$ cat config.mk
export PLATFORM = sky130hd
export DESIGN_NAME = prio_irq_ctrl
export DESIGN_NICKNAME = d
export VERILOG_FILES = /design/src/rtl/prio_irq_pkg.sv /design/src/rtl/irq_req_latch.sv /design/src/rtl/irq_mask_reg.sv /design/src/rtl/irq_prio_enc.sv /design/src/rtl/prio_irq_ctrl.sv
export SDC_FILE = /design/constraint.sdc
export NUM_CORES = 1
export LEC_CHECK = 0
export BUFFER_PORTS_ARGS = -buffer_cell sky130_fd_sc_hd__clkbuf_2
export CAP_MARGIN = 30
export CORE_MARGIN = 1.5
export CORE_UTILIZATION = 30
export DETAILED_ROUTE_END_ITERATION = 8
export PLACE_DENSITY = 0.61
export SETUP_SLACK_MARGIN = 0.3
export SLEW_MARGIN = 25
export SYNTH_ARGS = -nofsm -noshare
export SYNTH_HDL_FRONTEND = slang
export SYNTH_SLANG_ARGS = --single-unit
$ cat constraint.sdc
create_clock -name clk -period 3.2 [get_ports clk]
set_input_delay 0.64 -clock clk [delete_from_list [all_inputs] [get_ports clk]]
set_output_delay 0.64 -clock clk [all_outputs]
set_load 0.01 [all_outputs]
$ cat src/rtl/prio_irq_pkg.sv
`timescale 1ns/1ps
package prio_irq_pkg;

   localparam int unsigned DEF_NUM_SRC = 4;
   localparam int unsigned DEF_VEC_W   = 8;
   localparam logic [7:0]  DEF_VEC_BASE = 8'hA0;

   // next-state choice for the global enable flop
   typedef enum logic [1:0] {
      IEN_HOLD = 2'd0,
      IEN_SET  = 2'd1,
      IEN_CLR  = 2'd2
   } ien_op_e;

endpackage

$ cat src/rtl/irq_req_latch.sv
`timescale 1ns/1ps
module irq_req_latch #(
   parameter int unsigned NUM_SRC = 4
) (
   input  logic               clk,
   input  logic               rst,
   input  logic [NUM_SRC-1:0] irq_in,
   input  logic [NUM_SRC-1:0] pend_clr,
   output logic [NUM_SRC-1:0] pend
);

   logic [NUM_SRC-1:0] prev_q;
   logic [NUM_SRC-1:0] pend_q;

   if (NUM_SRC < 1) begin : g_bad_n
      $error("irq_req_latch: NUM_SRC must be at least 1");
   end

   // previous sample tracks the line even in reset: a level already high
   // when reset ends is not an edge
   always_ff @(posedge clk) prev_q <= irq_in;

   for (genvar i = 0; i < NUM_SRC; i++) begin : g_bit
      logic rise;
      assign rise = irq_in[i] & ~prev_q[i];

      always_ff @(posedge clk) begin
         if (rst)
            pend_q[i] <= 1'b0;
         else if (rise)
            pend_q[i] <= 1'b1;
         else if (pend_clr[i])
            pend_q[i] <= 1'b0;
      end


      edge_sets_chk: assert property (@(posedge clk) disable iff (rst)
         (irq_in[i] && !prev_q[i]) |=> pend_q[i]);


      clr_only_chk: assert property (@(posedge clk) disable iff (rst)
         (pend_clr[i] && !(irq_in[i] && !prev_q[i])) |=> !pend_q[i]);
   end

   assign pend = pend_q;

endmodule

$ cat src/rtl/irq_mask_reg.sv
`timescale 1ns/1ps
module irq_mask_reg #(
   parameter int unsigned NUM_SRC = 4
) (
   input  logic               clk,
   input  logic               rst,
   input  logic [NUM_SRC-1:0] mask_set,
   input  logic [NUM_SRC-1:0] mask_clr,
   output logic [NUM_SRC-1:0] mask
);

   logic [NUM_SRC-1:0] mask_q;

   for (genvar i = 0; i < NUM_SRC; i++) begin : g_bit
      always_ff @(posedge clk) begin
         if (rst)
            mask_q[i] <= 1'b0;
         else if (mask_set[i])
            mask_q[i] <= 1'b1;
         else if (mask_clr[i])
            mask_q[i] <= 1'b0;
      end


      mask_set_chk: assert property (@(posedge clk) disable iff (rst)
         mask_set[i] |=> mask_q[i]);


      mask_clr_chk: assert property (@(posedge clk) disable iff (rst)
         (mask_clr[i] && !mask_set[i]) |=> !mask_q[i]);
   end

   assign mask = mask_q;

endmodule

$ cat src/rtl/irq_prio_enc.sv
`timescale 1ns/1ps
module irq_prio_enc #(
   parameter int unsigned NUM_SRC = 4,
   parameter bit          USE_SOP = 1'b1,
   localparam int unsigned CODE_W = (NUM_SRC > 1) ? $clog2(NUM_SRC) : 1
) (
   input  logic [NUM_SRC-1:0] req,
   output logic               any,
   output logic [CODE_W-1:0]  code
);

   assign any = |req;

   if (NUM_SRC == 4 && USE_SOP) begin : g_sop
      // two-level form for four sources: index 0 most urgent
      logic hi_bit, lo_bit;
      assign hi_bit = ~req[0] & ~req[1];
      assign lo_bit = (~req[0] & req[1]) | (~req[0] & ~req[2]);
      assign code   = {hi_bit, lo_bit};
   end else begin : g_loop
      always_comb begin
         code = '0;
         for (int k = NUM_SRC - 1; k >= 0; k--) begin
            if (req[k]) code = CODE_W'(k);
         end
      end
   end

endmodule

$ cat src/rtl/prio_irq_ctrl.sv
`timescale 1ns/1ps
module prio_irq_ctrl
   import prio_irq_pkg::*;
#(
   parameter int unsigned          NUM_SRC  = DEF_NUM_SRC,
   parameter int unsigned          VEC_W    = DEF_VEC_W,
   parameter logic [VEC_W-1:0]     VEC_BASE = VEC_W'(DEF_VEC_BASE),
   parameter bit                   USE_SOP  = 1'b1
) (
   input  logic               clk,
   input  logic               rst,
   input  logic [NUM_SRC-1:0] irq_in,
   input  logic [NUM_SRC-1:0] mask_set,
   input  logic [NUM_SRC-1:0] mask_clr,
   input  logic [NUM_SRC-1:0] pend_clr,
   input  logic               ien_on,
   input  logic               ien_off,
   input  logic               int_ack,
   output logic               int_req,
   output logic               vec_oe,
   output logic [VEC_W-1:0]   vec_out
);

   localparam int unsigned CODE_W = (NUM_SRC > 1) ? $clog2(NUM_SRC) : 1;

   if (NUM_SRC < 2) begin : g_bad_src
      $error("prio_irq_ctrl: NUM_SRC must be at least 2");
   end
   if (VEC_W <= CODE_W) begin : g_bad_vec
      $error("prio_irq_ctrl: VEC_W must exceed the code width");
   end

   logic [NUM_SRC-1:0] pend;
   logic [NUM_SRC-1:0] mask;
   logic [NUM_SRC-1:0] live_req;
   logic               any_live;
   logic [CODE_W-1:0]  enc_code;
   logic               ien_q;
   logic               ack_hit;
   ien_op_e            ien_op;

   irq_req_latch #(.NUM_SRC(NUM_SRC)) u_latch (
      .clk      (clk),
      .rst      (rst),
      .irq_in   (irq_in),
      .pend_clr (pend_clr),
      .pend     (pend)
   );

   irq_mask_reg #(.NUM_SRC(NUM_SRC)) u_mask (
      .clk      (clk),
      .rst      (rst),
      .mask_set (mask_set),
      .mask_clr (mask_clr),
      .mask     (mask)
   );

   assign live_req = pend & mask;

   irq_prio_enc #(.NUM_SRC(NUM_SRC), .USE_SOP(USE_SOP)) u_enc (
      .req  (live_req),
      .any  (any_live),
      .code (enc_code)
   );

   assign int_req = ien_q & any_live;
   assign ack_hit = int_ack & int_req;

   // acknowledge beats off, off beats on
   always_comb begin
      if (ack_hit)      ien_op = IEN_CLR;
      else if (ien_off) ien_op = IEN_CLR;
      else if (ien_on)  ien_op = IEN_SET;
      else              ien_op = IEN_HOLD;
   end

   always_ff @(posedge clk) begin
      if (rst) begin
         ien_q <= 1'b0;
      end else begin
         case (ien_op)
            IEN_SET: ien_q <= 1'b1;
            IEN_CLR: ien_q <= 1'b0;
            default: ien_q <= ien_q;
         endcase
      end
   end

   assign vec_oe  = ack_hit;
   assign vec_out = ack_hit ? {VEC_BASE[VEC_W-1:CODE_W], enc_code} : '0;


   enc_pick_chk: assert property (@(posedge clk) disable iff (rst)
      any_live |-> (live_req[enc_code] &&
         ((live_req & ((NUM_SRC'(1) << enc_code) - NUM_SRC'(1))) == '0)));


   ien_off_chk: assert property (@(posedge clk) disable iff (rst)
      ien_off |=> !int_req);


   ack_drop_chk: assert property (@(posedge clk) disable iff (rst)
      (int_ack && int_req) |=> !int_req);


   ack_keeps_pend_chk: assert property (@(posedge clk) disable iff (rst)
      (int_ack && int_req && pend_clr == '0) |=> $stable(pend));


   quiet_bus_chk: assert property (@(posedge clk) disable iff (rst)
      !vec_oe |-> (vec_out == '0));

endmodule

==> results of run 1 <==
## Yosys cell counts (all sizes together)
cell type	count
dfxtp	13
a21oi	10
nand2b	8
buf	6
nor2	6
inv	4
nand2	3
a22oi	2
a21boi	1
and3	1
clkbuf	1
conb	1
ha	1
nand3	1
nor3b	1
or2	1
or3b	1
## registers in the layout (all words and copies together) (netlist names)
name / count
u_latch.prev_q: 4
ien_q: 1
u_mask.mask: 4
u_latch.pend: 4
## through the flow
step / hold slack, ns / area [um^2] / util / setup slack, ns / std cells
after global routing: 0.469 / 704 / 0.408 / 1.10 / 112
after floorplan: 0.467 / 566 / - / 1.38 / 64
after global placement: 0.476 / 678 / 0.393 / 1.23 / 108
after detailed placement: 0.485 / 678 / 0.393 / 1.22 / 108
after CTS: 0.474 / 704 / 0.408 / 1.20 / 112
final: 0.481 / 704 / 0.408 / 1.21 / 112
## final cells by class
class | count | area (um^2)
flip-flops and latches | 13 | 260
inverters | 4 | 15.0
repair buffers | 26 | 130
clock buffers | 4 | 26.3
fillers | 193 | 1020
multi-input cells | 40 | 241
well taps | 25 | 31.3
## layer usage
metal  up-vias  global-route usage  wire [um]  share of wire
li1        241                   -          -              -
met1       198               0.132        429           0.45
met2        20               0.178        446           0.47
met3         2              0.0437         68          0.071
met4         0              0.0514         10          0.010
met5         -                   0          0              0
## power groups by stage
stage	clock (mW)	sequential [mW]	combinational (mW)
floorplan	0	0.181	0.0253
global placement	0	0.183	0.0360
detailed placement	0	0.183	0.0369
CTS	0.103	0.179	0.0371
global route	0.112	0.180	0.0418
finish	0.0979	0.179	0.0362
## worst paths after layout
kind,from,endpoint,slack [ns]
min,irq_in[0],u_latch.prev_q[0],0.48
max reg2reg,u_mask.mask[1],ien_q,1.51
max,u_mask.mask[1],vec_out[0],1.21
min reg2reg,u_latch.prev_q[1],u_latch.pend[1],0.49
## cells by family (layout without fill, tap and decap cells)
family                     Yosys count  in the layout  synth area share
other                                1              4           0.00677
buffers and inverters               11             34             0.115
and+or+nand+nor                     22             22             0.214
AOI/OAI and AO/OA                   13             13             0.172
adders and majority gates            1              1            0.0226
DFF                                 13             13             0.470
==> metrics.md, run 1 <==
| Metric | Value |
|---|---|
| Status | complete, no violations |
| RSZ-0062 raised after global routing | false |
| Sw Pwr | ~73 uW |
| Seq/Total Area, Yosys | 0.470 |
| CP bufs+invs | 1 |
| Pwr Density | around 440 nW/um^2 |
| Crit start category | flip-flop |
| DP Wirelength | ~800 um |
| Largest net degree at the start of global routing | 10 |
| Sw frac | 0.234 |
| Die Wd | about 46 um |
| Total track usage | 0.112 |
| IO buf count | 26 |
| Reg power frac | 0.572 |
| Leak | roughly 0.36 nW |
| Per-cell routed wire length | approximately 8.5 um |
| Reg clk slew, reported paths | about 0.080 ns |
| Largest delay share family, worst path | flip-flops |
| CTS tree | yes |
| Cts bufs inserted | 3 |
| Detailed-route vias per instance | 4.12 |
| Most frequent cells in the layout | 26 x clkbuf_2, 13 x dfxtp_1, 9 x a21oi_1, 8 x nand2b_1, 6 x nor2_1 |
| Hold buffers post-CTS | 0 |
| Vias in the first global route | around 460 |
| DRC viols | 0 |
| Commonest non-fill, non-tap cell in the layout | clkbuf_2 |
| Setup TNS | 0 ns |
| Crit share post-route | 0.621 |
| Cell taking the most area after synthesis | dfxtp_1 |
| Clock Skews | 0.00327 ns |
| Worst Hold Class | input pin to flip-flop |
| First-pass GRT wire length | 1700 um |
| Final number of hold-violating endpoints | 0 |
| Combinational power share | 0.115 |
| DRT iter0 DRCs | 1 |
| Drt total wl | about 950 um |
| Die area | 2110 um^2 |
| Max VDD drop | between 200 and 300 uV |
| Clk network pwr share | 0.313 |
| Ant diodes | 0 |
| Routability cong. | between 0.6 and 0.7 |
| WP data arrival | ~1.4 ns |
| Int Power | about 240 uW |
| Clock sinks | 13 |
| Worst EP required | around 2.6 ns |
| CP Cell Sequence | a22oi_2, a21oi_2, and3_2, clkbuf_2 |
| Mapped Cells | between 60 and 70 |
| CP Capture Type | primary output |
| Starting Density | 0.321 |
| Vias | around 460 |
| Clk root buf | clkbuf_4 |
| Layout Nets | 110 |
| I/O pins | 31 |
| WHS Path Cells | 1 |
| Core area | around 1700 um^2 |
| Post-synth cell types | 19 |
| Max Buffers Root-to-Sink | 2 |
| CP max-delay cell | dfxtp_1 |
| Post-synth top area share | 0.470 |
| H-tree depth | 1 |
| Layout Area Growth over Synthesis | 27.1% |
| Reg2Reg Depth | 6 |
| Worst-path fanout max | 6 |
| Die Height | around 46 um |
| Clk_lat worst skew | between 0.2 and 0.3 ns |
| Max Clk Rate | ~0.50 GHz |
| CP Depth | 4 |
| CP peak stage delay | 0.38 ns |
| Number of nets with antenna violations after routing | 0 |
| Synthesis Warnings | 0 |
| Final setup viols | 0 |
| Max-slew violations | 0 |
| Yosys reg bits | 13 |
| Mapped Area | ~550 um^2 |
| Post_cts resized | 0 |
| First drt pass iteration count | 4 |
| Row count | 15 |
| Average instance area after synthesis | around 9.1 um^2 |
| # Max-Cap Violations | 0 |
| Initial antenna violation count | 0 |
| Remaining Overflow, GRT | 0 |
| Final Critical Period | between 1.5 and 2 ns |
| Ratio of cells with drive above 1 in the final layout | 0.391 |
| Synth top area cells | dfxtp_1 47%, nand2b_1 9.0%, a21oi_1 8.1% |
| Crit path kind | flip-flop to primary output |
| Total power | between 300 and 400 uW |
| Post-CTS Setup Inserts | 0 |
Power figures use the tool's default switching activity.
==> run 2: changes to the inputs <==
- clock period: 3.2 -> 2 ns (I/O delays scaled with it)
==> run 2 against run 1 <==
  * First-iteration DRC count up 100%
  * Die area unchanged
  * Sequential power up 60%
  * Final area up 8.5%
  * Total power up 65%
  * Sequential share of layout area down 2.2 points
  * Core utilization up 3.5 points
  * Non-clock buffer count up 3
  * Register-to-register slack worse by 1.2 ns
  * Critical path depth up 3
  * Global-route usage down 0.80 points
  * Via count up 2.6%
  * Largest cell class is now multi-input gates
==> metrics.md, run 2 (same netlist as run 1, synthesis figures left out) <==
| Metric | Value |
|---|---|
| Status | complete, no violations |
| H-tree depth | 1 |
| RSZ-0062 raised after global routing | true |
| Remaining Overflow, GRT | 0 |
| Worst Hold Class | input pin to flip-flop |
| Largest net degree at the start of global routing | 10 |
| Worst-path fanout max | 4 |
| Clk_lat worst skew | 0.27 ns |
| Ant diodes | 0 |
| First-pass GRT wire length | 1560 um |
| First drt pass iteration count | 2 |
| Worst EP required | approximately 2.2 ns |
| Max VDD drop | 401 uV |
| Fill count | between 150 and 200 |
| Clock Skews | ~0.0036 ns |
| Crit path kind | flip-flop to flip-flop |
| Commonest non-fill, non-tap cell in the layout | clkbuf_2 |
| Leak | about 0.38 nW |
| Drt total wl | about 1000 um |
| DRT iter0 DRCs | 2 |
| DR WL met3 | a little under 80 um |
| Fin util | 0.443 |
| Max Buffers Root-to-Sink | 2 |
| Per-cell routed wire length | 8.81 um |
| Detailed-route vias per instance | approximately 4 |
| Post-Place Cells | approximately 110 |
| Cts bufs inserted | 3 |
| Crit share post-route | 0.848 |
| Clk root buf | clkbuf_4 |
| WP data arrival | approximately 1.9 ns |
| R2R setup slack | 0.30 ns |
| Pwr Density | approximately 680 nW/um^2 |
| Min Hold Slack | 0.239 ns |
| Final number of hold-violating endpoints | 0 |
| Total track usage | 0.104 |
| FF-to-FF Start | u_mask.mask[1] |
| Crit path launch | u_mask.mask[1] |
| Layout Area Growth over Synthesis | 37.9% |
| Routability cong. | 0.676 |
| Die Height | ~46 um |
| Final Critical Period | between 1.5 and 2 ns |
| CP Capture Type | flip-flop |
| Row count | 15 |
| Met2 WL post-DR | between 400 and 500 um |
| Top Metal Used | met4 |
| Layout Nets | 113 |
| Die area | between 2000 and 2500 um^2 |
| Core area | around 1700 um^2 |
| Final setup viols | 0 |
| I/O pins | 31 |
| Reg clk slew, reported paths | 0.07 ns |
| WL met1 | about 450 um |
| Total power | just over 500 uW |
| Die Wd | between 40 and 50 um |
| Max-slew violations | 0 |
| Most frequent cells in the layout | 26 x clkbuf_2, 9 x dfxtp_1, 8 x a21oi_1, 8 x nand2b_1, 5 x nor2_1 |
| Starting Density | 0.321 |
| Initial antenna violation count | 0 |
| Setup TNS | 0 ns |
| # Max-Cap Violations | 0 |
| Min-delay src | irq_in[0] |
| Ratio of cells with drive above 1 in the final layout | 0.500 |
| Max Clk Rate | approximately 0.59 GHz |
| Number of nets with antenna violations after routing | 0 |
| Crit start category | flip-flop |
| Clock sinks | 13 |
| IO buf count | 26 |
| DP Wirelength | between 700 and 800 um |
| CTS tree | yes |
| Vias | about 470 |
| DRC viols | 0 |
| Vias in the first global route | ~410 |
| Non-Filler Instances | between 100 and 150 |
-- run 2: final timing paths --
kind / endpoint / cells after the start
setup / recovery: ien_q / 7
setup reg to reg: ien_q / 7
hold / removal: u_latch.prev_q[0] / 1
hold reg to reg: u_latch.pend[0] / 2
-- run 2: critical path, stage by stage, from the launching register on --
cell     delay [ns]
dfxtp_2        0.34
a22oi_2        0.27
a21oi_4        0.10
or3b_4         0.41
ha_4           0.29
nor2_2         0.04
a21oi_2        0.09
nor2_1         0.05
-- run 2: timing repair --
item / 4_1_cts / 5_1_grt
cloned: 0 / 0
endpoints found under the setup margin: 1 / 3
gates resized for setup: 3 / 7
hold buffers: 0 / 0
setup buffers: 2 / 1
pin swaps: 2 / 5
-- run 2: report_power, final --
part / switching (mW) / internal, mW
clock network: 0.0797 / 0.0773
registers: 0.0116 / 0.276
logic: 0.0317 / 0.0407
total: 0.123 / 0.394
-- run 2: final cells by class --
class / instances / area (um^2) / area share
clock buffers: 4 / 26.3 / 0.0344
inverters: 4 / 15.0 / 0.0196
multi-input cells: 40 / 274 / 0.358
flip-flops and latches: 13 / 265 / 0.347
well taps: 25 / 31.3 / 0.0409
repair buffers: 29 / 153 / 0.200
-- run 2: per-stage QoR --
step	setup slack, ns	instance area [um^2]
after floorplan	0.391	566
after global placement	0.384	678
after detailed placement	0.328	678
after CTS	0.317	732
after global routing	0.242	764
final	0.304	764
-- run 2: layer usage --
layer,vias to the layer above,track usage
met5,-,0
met4,0,0.0686
met3,4,0.0238
met2,21,0.167
met1,200,0.123
li1,248,-
==> run 3: changes to the inputs <==
- PLACE_DENSITY: 0.61 -> 0.63
- clock period: 2 -> 1.5 ns (I/O delays scaled with it)
==> run 3 against run 2 <==
  * The run now ends with negative setup slack left
  * Sequential share of layout area down 3.2 points
  * Critical path depth unchanged
  * Final cell count up 6.1%
  * Sequential power up 33%
  * Via count up 4.0%
  * Worst hold slack worse by 0.095 ns
  * Fmax up 4.8%
  * Critical endpoint unchanged
  * Largest power group unchanged
==> metrics.md, run 3 (same netlist as run 1, synthesis figures left out) <==
| Metric | Value |
|---|---|
| Status | complete, but fails checks |
| Failing checks | negative setup slack |
| Remaining Overflow, GRT | 0 |
| Pwr Density | ~830 nW/um^2 |
| Min-delay src | irq_in[0] |
| Core area | ~1700 um^2 |
| Worst EP required | around 1.7 ns |
| DRT iter0 DRCs | 4 |
| Crit path kind | flip-flop to flip-flop |
| Clk root buf | clkbuf_4 |
| Die Height | 46.0 um |
| Total track usage | 0.110 |
| Reg clk slew, reported paths | roughly 0.08 ns |
| Cts bufs inserted | 3 |
| First drt pass iteration count | 2 |
| Layout Area Growth over Synthesis | 54.0% |
| CP Capture Type | flip-flop |
| Clock sinks | 13 |
| Non-Filler Instances | 122 |
| Max Buffers Root-to-Sink | 2 |
| Drt total wl | about 1100 um |
| Number of nets with antenna violations after routing | 0 |
| Worst Hold Class | input pin to flip-flop |
| Starting Density | 0.321 |
| Post-Place Cells | 117 |
| DP Wirelength | ~860 um |
| H-tree depth | 1 |
| Most frequent cells in the layout | 20 x clkbuf_2, 9 x buf_4, 8 x a21oi_1, 8 x nand2b_1, 7 x dfxtp_2 |
| Detailed-route vias per instance | ~4.0 |
| Leak | between 0.4 and 0.5 nW |
| Routability cong. | ~0.68 |
| Final setup viols | 6 |
| Max VDD drop | 584 uV |
| Vias in the first global route | about 430 |
| Crit start category | flip-flop |
| IO buf count | 26 |
| Commonest non-fill, non-tap cell in the layout | clkbuf_2 |
| Ant diodes | 0 |
| First-pass GRT wire length | roughly 1600 um |
| DRC viols | 0 |
| Die Wd | about 46 um |
| FF-to-FF Start | u_latch.pend[1] |
| Vias | between 400 and 500 |
| Clock Skews | between 0.002 and 0.0025 ns |
| # Max-Cap Violations | 0 |
| Die area | approximately 2100 um^2 |
| Final number of hold-violating endpoints | 0 |
| Max-slew violations | 0 |
| CTS tree | yes |
| RSZ-0062 raised after global routing | true |
| Final worst slack | -0.118 ns |
| Max Clk Rate | roughly 0.62 GHz |
| Setup TNS | -0.491 ns |
| Ratio of cells with drive above 1 in the final layout | 0.588 |
| WP data arrival | around 1.8 ns |
| Crit path launch | u_latch.pend[1] |
| Final Critical Period | around 1.6 ns |
| I/O pins | 31 |
| Total power | just over 700 uW |
| Hold buffers post-CTS | 0 |
| Fin util | 0.494 |
| Initial antenna violation count | 0 |
| Crit share post-route | 1.08 |
| Layout Nets | 120 |
| Fill count | 170 |
| Largest net degree at the start of global routing | 10 |
| Clk_lat worst skew | approximately 0.27 ns |
| Row count | 15 |
| Worst-path fanout max | 3 |
| Per-cell routed wire length | 8.69 um |
[run 3: area by class of cell]
cell class	count	area (um^2)	area share
Multi-Input combinational cell	40	277	0.324
Sequential cell	13	269	0.315
Timing Repair Buffer	36	234	0.274
Tap cell	25	31.3	0.0367
Clock buffer	3	22.5	0.0264
Inverter	4	15.0	0.0176
Clock inverter	1	5.00	0.00587
[run 3: path summary, 6_finish.rpt]
check | to | depth (start not counted) | slack, ns
worst max-delay path | ien_q | 7 | -0.12
worst min-delay path | u_latch.prev_q[0] | 1 | 0.14
worst max register to register | ien_q | 7 | -0.12
worst min register to register | u_latch.pend[2] | 2 | 0.48
[run 3: worst max-delay path, stage by stage, from the launching register on]
cell and delay, ns:
dfxtp_2 0.33, a22oi_2 0.21, a21oi_2 0.10, or3b_4 0.41
ha_4 0.29, nor2_4 0.03, a21oi_2 0.09, nor2_1 0.05
[run 3: power breakdown]
part	switching, mW	total (mW)	internal, mW
Clock	0.113	0.212	0.0987
Combinational	0.0482	0.118	0.0699
Sequential	0.0136	0.382	0.369
Total	0.175	0.712	0.537
[run 3: timing repair]
action,4_1_cts,5_1_grt
gates resized for setup,8,18
buffers inserted,0,1
endpoints found under the setup margin,7,7
pin swaps,1,7
[run 3: layer usage]
| metal | routed length, um | share of wire | global-route usage |
|---|---|---|---|
| met5 | 0 | 0 | 0 |
| met4 | 0 | 0 | 0.0514 |
| met3 | 62 | 0.058 | 0.0357 |
| met2 | 518 | 0.49 | 0.178 |
| met1 | 479 | 0.45 | 0.129 |
[run 3: stage by stage]
step	setup slack, ns	hold slack [ns]	instance area (um^2)
after floorplan	-0.0921	0.328	566
after global placement	-0.0528	0.420	746
after detailed placement	-0.101	0.425	746
after CTS	-0.106	0.134	786
after global routing	-0.231	0.125	853
final	-0.118	0.144	853
